<file path="config.mk">
export PLATFORM = sky130hd
export DESIGN_NAME = xirq_edge_unit
export DESIGN_NICKNAME = d
export VERILOG_FILES = /design/src/rtl/xirq_pkg.sv /design/src/rtl/xirq_ctl_reg.sv /design/src/rtl/xirq_glitch_filter.sv /design/src/rtl/xirq_trig_detect.sv /design/src/rtl/xirq_edge_unit.sv
export SDC_FILE = /design/constraint.sdc
export NUM_CORES = 1
export LEC_CHECK = 0
export BUFFER_PORTS_ARGS = -buffer_cell sky130_fd_sc_hd__buf_2
export CORE_UTILIZATION = 46
export CTS_BUF_LIST = sky130_fd_sc_hd__clkbuf_4 sky130_fd_sc_hd__clkbuf_8
export DETAILED_ROUTE_END_ITERATION = 16
export PLACE_DENSITY = 0.68
export SETUP_SLACK_MARGIN = 0.05
export SYNTH_ARGS = -nofsm -noshare
export SYNTH_HDL_FRONTEND = slang
export SYNTH_SLANG_ARGS = --single-unit
</file>
<file path="constraint.sdc">
create_clock -name clk -period 2.45 [get_ports clk]
set_clock_uncertainty 0.2 [all_clocks]
set_input_delay 0.1225 -clock clk [delete_from_list [all_inputs] [get_ports clk]]
set_output_delay 0.1225 -clock clk [all_outputs]
set_load 0.1 [all_outputs]
</file>
<file path="src/rtl/xirq_pkg.sv">
package xirq_pkg;

    localparam int unsigned NCH = 5;

    typedef enum logic [1:0] {
        TRIG_RISE = 2'b00,
        TRIG_FALL = 2'b01,
        TRIG_BOTH = 2'b10,
        TRIG_HIGH = 2'b11
    } trig_e;

    // Field positions are visible to software and must stay fixed.
    typedef struct packed {
        logic       ch1_short;
        logic       ch0_pin;
        logic [1:0] ch3_trig;
        logic [1:0] ch2_trig;
        logic       ch1_fall;
        logic       spare;
    } ctl_t;

endpackage

</file>
<file path="src/rtl/xirq_ctl_reg.sv">
module xirq_ctl_reg
    import xirq_pkg::*;
(
    input  logic           clk,
    input  logic           rst_n,
    input  logic           we,
    input  logic [7:0]     wdata,
    output ctl_t           ctl,
    output logic [NCH-1:0] chg,
    output logic [7:0]     rdata
);

    ctl_t ctl_d, ctl_q;
    ctl_t wr;

    always_comb begin
        wr       = ctl_t'(wdata);
        wr.spare = 1'b0;
        ctl_d    = ctl_q;
        chg      = '0;
        if (we) begin
            ctl_d  = wr;
            chg[0] = wr.ch0_pin != ctl_q.ch0_pin;
            chg[1] = (wr.ch1_short != ctl_q.ch1_short) || (wr.ch1_fall != ctl_q.ch1_fall);
            chg[2] = wr.ch2_trig != ctl_q.ch2_trig;
            chg[3] = wr.ch3_trig != ctl_q.ch3_trig;
        end
    end

    always_ff @(posedge clk or negedge rst_n) begin
        if (!rst_n) ctl_q <= '0;
        else        ctl_q <= ctl_d;
    end

    assign ctl   = ctl_q;
    assign rdata = {ctl_q[7:1], 1'b0};

endmodule

</file>
<file path="src/rtl/xirq_glitch_filter.sv">
module xirq_glitch_filter #(
    parameter int unsigned PER_W = 7,
    parameter logic        IDLE  = 1'b0
) (
    input  logic             clk,
    input  logic             rst_n,
    input  logic             clr,
    input  logic [PER_W-1:0] per_m1,
    input  logic             raw,
    output logic             filt
);

    localparam logic [1:0] AGREE_LAST = 2'd2;

    typedef struct packed {
        logic [1:0]       sync;
        logic [PER_W-1:0] tick;
        logic [1:0]       agree;
        logic             lvl;
    } flt_t;

    flt_t d, q;

    always_comb begin
        d      = q;
        d.sync = {q.sync[0], raw};
        if (clr) begin
            d.tick  = '0;
            d.agree = '0;
        end else if (q.tick == per_m1) begin
            d.tick = '0;
            if (q.sync[1] == q.lvl) begin
                d.agree = '0;
            end else if (q.agree == AGREE_LAST) begin
                d.lvl   = q.sync[1];
                d.agree = '0;
            end else begin
                d.agree = q.agree + 2'd1;
            end
        end else begin
            d.tick = q.tick + 1'b1;
        end
    end

    always_ff @(posedge clk or negedge rst_n) begin
        if (!rst_n) begin
            q.sync  <= {IDLE, IDLE};
            q.tick  <= '0;
            q.agree <= '0;
            q.lvl   <= IDLE;
        end else begin
            q <= d;
        end
    end

    assign filt = q.lvl;

endmodule

</file>
<file path="src/rtl/xirq_trig_detect.sv">
module xirq_trig_detect
    import xirq_pkg::*;
#(
    parameter int unsigned BLK_W     = 8,
    parameter logic        IDLE      = 1'b0,
    parameter int unsigned BLANK_RST = 28
) (
    input  logic             clk,
    input  logic             rst_n,
    input  logic             filt,
    input  trig_e            trig,
    input  logic             gate,
    input  logic             arm,
    input  logic [BLK_W-1:0] arm_len,
    output logic             set
);

    typedef struct packed {
        logic             prev;
        logic [BLK_W-1:0] blank;
    } det_t;

    det_t d, q;
    logic rise, fall, hit;

    always_comb begin
        d      = q;
        d.prev = filt;
        if (arm)                d.blank = arm_len;
        else if (q.blank != '0) d.blank = q.blank - 1'b1;

        rise = filt & ~q.prev;
        fall = ~filt & q.prev;
        unique case (trig)
            TRIG_RISE: hit = rise;
            TRIG_FALL: hit = fall;
            TRIG_BOTH: hit = rise | fall;
            default:   hit = filt;
        endcase

        if (trig == TRIG_HIGH) set = gate & filt;
        else                   set = gate & hit & (q.blank == '0);
    end

    always_ff @(posedge clk or negedge rst_n) begin
        if (!rst_n) begin
            q.prev  <= IDLE;
            q.blank <= BLK_W'(BLANK_RST);
        end else begin
            q <= d;
        end
    end

endmodule

</file>
<file path="src/rtl/xirq_edge_unit.sv">
module xirq_edge_unit
    import xirq_pkg::*;
#(
    parameter int unsigned FAST_PER  = 2,
    parameter int unsigned MID_PER   = 8,
    parameter int unsigned LONG_PER  = 64,
    parameter int unsigned SHORT_PER = 16
) (
    input  logic           clk,
    input  logic           rst_n,
    input  logic [NCH-1:0] pin_in,
    input  logic           master_en,
    input  logic [NCH-1:0] src_en,
    input  logic           cfg_we,
    input  logic [7:0]     cfg_wdata,
    output logic [7:0]     cfg_rdata,
    output logic           ch0_pin_sel,
    output logic [NCH-1:0] irq_set
);

    localparam int unsigned   PER_W     = $clog2(LONG_PER + 1);
    localparam int unsigned   BLK_W     = $clog2(3 * LONG_PER + 5);
    localparam logic [NCH-1:0] IDLE_MASK = 5'b10001;

    function automatic logic [BLK_W-1:0] win_of(input int unsigned per);
        return BLK_W'(3 * per + 4);
    endfunction

    ctl_t             ctl;
    logic [NCH-1:0]   chg;
    logic [NCH-1:0]   filt_w;
    logic [NCH-1:0]   gate;
    logic [PER_W-1:0] per_m1  [NCH];
    trig_e            trig    [NCH];
    logic [BLK_W-1:0] arm_len [NCH];

    xirq_ctl_reg u_ctl (
        .clk   (clk),
        .rst_n (rst_n),
        .we    (cfg_we),
        .wdata (cfg_wdata),
        .ctl   (ctl),
        .chg   (chg),
        .rdata (cfg_rdata)
    );

    always_comb begin
        per_m1[0] = PER_W'(FAST_PER - 1);
        per_m1[1] = ctl.ch1_short ? PER_W'(SHORT_PER - 1) : PER_W'(LONG_PER - 1);
        per_m1[2] = PER_W'(MID_PER - 1);
        per_m1[3] = PER_W'(MID_PER - 1);
        per_m1[4] = PER_W'(FAST_PER - 1);

        trig[0] = TRIG_FALL;
        trig[1] = trig_e'({1'b0, ctl.ch1_fall});
        trig[2] = trig_e'(ctl.ch2_trig);
        trig[3] = trig_e'(ctl.ch3_trig);
        trig[4] = TRIG_FALL;

        arm_len[0] = win_of(FAST_PER);
        arm_len[1] = cfg_wdata[7] ? win_of(SHORT_PER) : win_of(LONG_PER);
        arm_len[2] = win_of(MID_PER);
        arm_len[3] = win_of(MID_PER);
        arm_len[4] = win_of(FAST_PER);

        for (int i = 0; i < NCH; i++) gate[i] = master_en & src_en[i];
        gate[0] = gate[0] & ctl.ch0_pin;
    end

    for (genvar g = 0; g < NCH; g++) begin : g_ch
        localparam int unsigned RST_PER =
            (g == 0 || g == 4) ? FAST_PER : (g == 1) ? LONG_PER : MID_PER;

        xirq_glitch_filter #(
            .PER_W (PER_W),
            .IDLE  (IDLE_MASK[g])
        ) u_flt (
            .clk    (clk),
            .rst_n  (rst_n),
            .clr    (chg[g]),
            .per_m1 (per_m1[g]),
            .raw    (pin_in[g]),
            .filt   (filt_w[g])
        );

        xirq_trig_detect #(
            .BLK_W     (BLK_W),
            .IDLE      (IDLE_MASK[g]),
            .BLANK_RST (3 * RST_PER + 4)
        ) u_det (
            .clk     (clk),
            .rst_n   (rst_n),
            .filt    (filt_w[g]),
            .trig    (trig[g]),
            .gate    (gate[g]),
            .arm     (chg[g]),
            .arm_len (arm_len[g]),
            .set     (irq_set[g])
        );
    end

    assign ch0_pin_sel = ctl.ch0_pin;

endmodule

</file>
## Yosys cells after proc, flatten, opt, wreduce, memory -nomap -nowiden

Index checks and enable logic that the tools add are counted.
Widths: inputs -> output; s select.

- Add/sub/neg operators: 15
- Equal/unequal tests: 26
- Mux-type cells: 47
- Bitwise operators: 45
- Reduce and logical (&&, ||, !) cells: 27

Operators by type and width:

| cell | number |
|---|---|
| $mux 8 | 9 |
| $logic_not 8->1 | 5 |
| $reduce_bool 8->1 | 5 |
| $sub 8x1->8 const B | 5 |
| $mux 9 | 4 |
| $add 7x1->7 const B | 5 |
| $mux 7 | 5 |
| $and 1x1->1 | 26 |
| $mux 2 | 10 |
| $eq 2x2->1 const B | 9 |
| $not 1->1 | 17 |
| $reduce_and 4->1 | 4 |
| $reduce_bool 2->1 | 8 |
| $eq 7x1->1 const B | 2 |
| $eq 7x3->1 const B | 2 |
| $mux 3 | 4 |
| $add 2x1->2 const B | 5 |
| $mux 1 | 10 |
| $eq 7x6->1 | 1 |
| $logic_not 2->1 | 3 |
| $mux 6 | 1 |
| $pmux 1 s3 | 2 |
| $eq 1x1->1 | 5 |
| $eq 2x1->1 const B | 2 |
| other kinds (7) | 11 |

- Register bits after elaboration: 112
- Bits of input ports: 22
- Word-level logic and storage cells: 195

## Logic depth before layout (Yosys ltp)

- Depth in word-level cells: 7
- Depth in mapped cells: 7
- Gate-level depth less buffers: 6

## Hierarchy

From an unflattened synthesis, not the netlist that was laid out.

- Cells, all modules: 641
- Area, all modules: 6696.4 um^2

Modules (own cells, without submodules):

| module | times used | cells an instance | area each (um^2) | seq. area each (um^2) |
|---|---|---|---|---|
| xirq_trig_detect | 5 | 67 | 646.9 | 229.0 |
| xirq_glitch_filter at g_ch[1].u_flt ... | 3 | 52 | 586.8 | 300.3 |
| xirq_glitch_filter at g_ch[0].u_flt ... | 2 | 52 | 590.6 | 304.0 |
| xirq_ctl_reg | 1 | 37 | 469.2 | 175.2 |
| xirq_edge_unit | 1 | 9 | 51.3 | 0.0 |

## Worst setup path before layout

Ideal clock, no wire load.

- Path kind: register to register
- Start: register u_ctl.ctl_q, in the netlist u_ctl.ctl[7]
- End: register g_ch[1].u_flt.q, in the netlist g_ch[1].u_flt.filt
- Arrival time: 2118 ps
- Data required time: 2125 ps
- Slack: 7 ps
- Cell stages (with the launch flop): 5
- Buffers on the path: 0
- Period minus slack after synthesis: 2443 ps
- Cell sequence: dfrtp_1 or3b_1 a211oi_2 nand4b_1 mux2_2

- Word-level cells in the longest chain between the ends: 5
- Elaborated cells between the ends (all ways): 7
- Those cells by class: eq/ne: 2; mux: 2; bitwise: 1; reduce/logical: 2

Ends and longest elaborated chain:

| element | line | text |
|---|---|---|
| from (decl) | xirq_ctl_reg.sv:13 | `ctl_t ctl_d, ctl_q;` |
| from (signal assigned) | xirq_ctl_reg.sv:32 | `else ctl_q <= ctl_d;` |
| branches (longest 4 deep; another with $eq 7x6->1) | n/a |  |
| $reduce_and 4->1 (no source line) (*) | n/a |  |
| to (decl) | xirq_glitch_filter.sv:22 | `flt_t d, q;` |

Every way passes the cells marked *.
A chain may end at the register's enable or synchronous reset.

## Worst setup path in the final report

- Start: register g_ch[0].u_det.q[5] (netlist name)
- End: output port irq_set[0]

- Word-level cells in the longest chain between the ends: 2

Ends and longest elaborated chain:

| element | line | text |
|---|---|---|
| from (decl) | xirq_trig_detect.sv:23 | `det_t d, q;` |
| $logic_not 8->1 | xirq_trig_detect.sv:42 | `else set = gate & hit & (q.blank == '0);` |
| $and 1x1->1 | xirq_trig_detect.sv:42 |  |
| to (decl) | xirq_edge_unit.sv:18 | `output logic [NCH-1:0] irq_set` |

No other way between the ends.

==> impl_summary.txt <==
----------------------------------------------------
[Worst setup path]
  Crit path cell chain ... or4_4 > nor3_4 > and4_1 > buf_12
  Launch instance of the worst register-to-register path ... g_ch[3].u_det.q[0]
  CP Depth ... 4
  Slack of the worst reg-to-reg path ... 0.46 ns
  Maximum fanout count along the critical path ... 4
  Worst path max stage delay ... 0.57 ns
  Critical path startpoint ... g_ch[0].u_det.q[5]
  Reg2Reg Capture Point ... g_ch[3].u_det.q[7]
  Critical path class ... flip-flop to output port
  CP required ... 2.13 ns
  Critical Path Sink Type ... output port
  Setup crit start kind ... flip-flop
  Last element of the critical path ... irq_set[0]
  Master of the slowest instance on the critical path ... or4_4
  WP buf/inv ... 1
  Gate family responsible for the most delay along the worst path ... simple AND/OR/NAND/NOR gates
  Logic depth of the worst register-to-register path ... 7
  Critical Path AT ... 2.00 ns

[Logic synthesis]
  EDFF count, synth ... 0
  Leading register cell type out of synthesis ... dfrtp_1
  Mapped Cells ... 506
  Synth Net Count ... 548
  Yosys warning count ... 0
  Flip-flop and latch count after synthesis ... 112
  Part of the Yosys area used for sequential elements ... 52.65%
  Fraction of synthesis flops using an asynchronous set or reset pin ... 100.0%
  Post-synth design cell area ... 5373 um2
  Synth cell types ... 53
  Mean instance size in the synthesized netlist ... 10.62 um2

[Layout]
  FILL cells ... 976
  Final core area utilization ... 54.99%
  P&R area growth vs syn ... 16.86%
  Post-layout net count ... 612
  Layout cell share with drive strength beyond 1 ... 21.22%
  Total inserted antenna cells ... 0

[Route]
  Avg WL per Cell ... 13.15 um
  First-pass iteration count of the detailed router ... 4
  DR DRC count ... 0
  Number of DRC violations after detailed-routing iteration 0 ... 165
  Via-per-instance ratio ... 5.143
  Post-route ant nets ... 0
  Routed vias ... 3693
  Final wirelength ... 9440 um

[Hold path]
  Type of the worst min-delay path ... flip-flop to flip-flop

[CTS]
  Number of H-tree branching levels ... 3
  Root Buffer Master ... clkbuf_8
  Clock sink total ... 112
  Clk pin slew, worst setup/hold paths ... 0.10 ns
  CTS tree ... yes
  Maximum buffer depth of the clock tree ... 2
  Clock latency of the later-clocked register in the worst-skew pair ... 0.37 ns
  Cts bufs inserted ... 9

[Die]
  Total die area ... 12120 um2
  Starting utilization of the core area ... 47.05%
  Placeable core area ... 11420 um2
  Number of I/O pins ... 36
  Width of the die ... 110.1 um
  Site Rows ... 39
  Height of the die ... 110.1 um

[Placement]
  Final weighted congestion in routability-driven placement ... 0.8145
  Count of input and output buffers ... 33
  Half-perimeter wire length of the detailed placement result ... 6498 um

[Global route]
  GRT overflow ... 0
  Gr usage total ... 17.20%
  First-pass GRT wire length ... 15940 um
  Largest net degree at the start of global routing ... 56
  Antenna violations before repair ... 0
  Vias in the first global route ... 3532

[Power]
  Psw ... 1.693 mW
  Peak supply drop ... 0.5369 mV
  Combinational power share ... 26.9%
  Sequential cell fraction of total power ... 52.6%
  Static Leakage ... 2.795 nW
  Internal Pwr Total ... 3.241 mW
  Net Sw Frac ... 34.31%
  Power share of the clock group ... 20.5%
  Power Dens Cells ... 785.9 nW/um2

[Timing]
  Fin. max-slew vios ... 0
  Fin crit period ... 2.319 ns
  Highest achievable clock rate ... 431.2 MHz
  Final hold violation count ... 0
  Actual slew at the worst max-slew pin ... 0.6946 ns
  Worst slew margin ... 53.69%
  RSZ-0062 raised after global routing ... no
  Final TNS setup ... 0 ns
  Period utilisation layout ... 94.66%
  Final setup violation count ... 0

[Run status]
  Run status ... finished, final reports clean

[Job]
  Count of max-cap constraint violations ... 0

----------------------------------------------------
==> registers in the layout, summed over array words and instances, names as in the netlist <==
signal / cells
u_ctl.ctl: 7
g_ch.u_det.q: 45
g_ch.u_flt.q: 50
g_ch.u_flt.d: 5
g_ch.u_flt.filt: 5
==> metal layers <==
metal	share of wire (%)	up-vias	GRT usage, %
met5	0	-	0
met4	1.1	0	4.762
met3	2.7	8	4.115
met2	49	45	29.69
met1	47	1782	21.49
li1	-	1858	-
==> cells in the final DEF, fill, tap and decap left out, types with 4 or more instances in the layout <==
master,count
dfrtp_1,89
nor2_1,72
xnor2_1,35
nand2_1,29
buf_2,27
inv_1,23
nand3_1,22
dfstp_2,21
xor2_1,19
ha_1,19
a21oi_1,18
buf_4,17
mux2_2,15
dlygate4sd3_1,15
nand2b_1,10
nor3_1,10
clkbuf_8,9
o21ai_0,8
nor4_1,7
nor2b_1,7
a211oi_1,6
and3_1,5
mux2i_1,5
or4b_1,5
buf_12,5
nand3b_1,4
nor4b_1,4
==> cells by family (layout without fill, tap and decap cells) <==
logic type	after synthesis	count (layout)	share of synthesized area (%)
AOI/OAI and AO/OA	57	57	6.917
xor gates and xnor gates	54	54	8.803
adders and majority gates	20	20	4.658
buffers and inverters	36	105	3.027
DFF	112	112	52.65
muxes	20	20	4.075
other	1	1	0.06980
and+or+nand+nor	206	206	19.80
==> cell usage after synthesis (2+ instances only) <==
cell type / instances / share of area (%)
a21o_1: 2 / 0.28
a211o_1: 3 / 0.49
nand4b_1: 3 / 0.49
nor4_1: 7 / 0.82
mux2i_1: 5 / 0.93
xor2_1: 19 / 3.1
inv_1: 23 / 1.6
nor3b_1: 5 / 0.70
and3b_1: 2 / 0.33
xnor2_1: 35 / 5.7
a21oi_1: 20 / 1.9
nand2_1: 30 / 2.1
ha_1: 20 / 4.7
nor4b_1: 4 / 0.65
and3_1: 5 / 0.58
nand2b_1: 11 / 1.3
mux2_2: 15 / 3.1
nor2_1: 72 / 5.0
clkbuf_1: 5 / 0.35
a211oi_1: 6 / 0.84
buf_4: 7 / 0.98
a21boi_0: 2 / 0.28
or3_1: 3 / 0.35
or4b_1: 5 / 0.93
dfstp_2: 21 / 10
a31oi_1: 2 / 0.23
nand3_1: 22 / 2.0
or4_1: 5 / 0.70
o21ai_0: 9 / 0.84
and2_1: 2 / 0.23
nor3_1: 13 / 1.2
nor2b_1: 7 / 0.82
a2111oi_0: 2 / 0.33
dfrtp_1: 91 / 42
nand3b_1: 4 / 0.56
o211ai_1: 2 / 0.28
==> timing repair <==
| item | CTS | global route |
|---|---|---|
| resized for setup | 11 | 11 |
| cloned | 0 | 0 |
| pin swaps | 3 | 4 |
| hold buffers | 16 | 0 |
| setup buffers | 2 | 4 |
| hold endpoints to repair | 114 | 0 |
| setup endpoints to repair | 5 | 19 |
==> area by class of cell <==
class / instances / area (um2) / area share [%]
Clock buffer: 11 / 138.9 / 2.212
Clock inverter: 5 / 41.29 / 0.6576
Inverter: 23 / 86.33 / 1.375
Multi-Input combinational cell: 358 / 2465 / 39.26
Sequential cell: 112 / 2831 / 45.10
Tap cell: 143 / 178.9 / 2.850
Timing Repair Buffer: 66 / 536.8 / 8.549
==> metrics by stage <==
step	worst slack, ns	instances	instance area, um2	hold WS, ns	total power [mW]
floorplan	0.09278	506	5375	-0.3731	3.528
global placement	0.3214	680	5801	-0.1393	3.804
detailed placement	0.2508	680	5801	-0.1379	3.862
CTS	0.03724	714	6203	0.1585	4.966
global route	0.03948	718	6279	0.1591	5.296
finish	0.1309	718	6279	0.1551	4.934
==> worst reg2reg max path, stage by stage (launching register included) <==
cell     delay [ns]
dfrtp_1        0.38
inv_1          0.08
ha_1           0.20
nor3b_2        0.16
buf_4          0.15
or4b_1         0.51
xor2_1         0.17
nor2_1         0.05
==> power groups by stage <==
stage,Combinational [mW],Clock (mW),Sequential [mW]
floorplan,0.914,0,2.61
global placement,1.21,0,2.59
detailed placement,1.25,0,2.61
CTS,1.31,1.07,2.59
global route,1.50,1.14,2.65
finish,1.33,1.01,2.60
==> worst min-delay path by stage <==
stage / startpoint / end / depth (start not counted)
4_1_cts: g_ch[2].u_flt.d[11] / g_ch[2].u_flt.q[11] / 0
5_1_grt: pin_in[0] / g_ch[0].u_flt.d[11] / 2
3_3_place_gp: rst_n / g_ch[2].u_det.q[7] / 1
6_report: g_ch[2].u_flt.d[11] / g_ch[2].u_flt.q[11] / 0
2_1_floorplan: rst_n / g_ch[0].u_det.q[0] / 0
3_5_place_dp: rst_n / g_ch[2].u_det.q[5] / 1
Power figures use the tool's default switching activity.
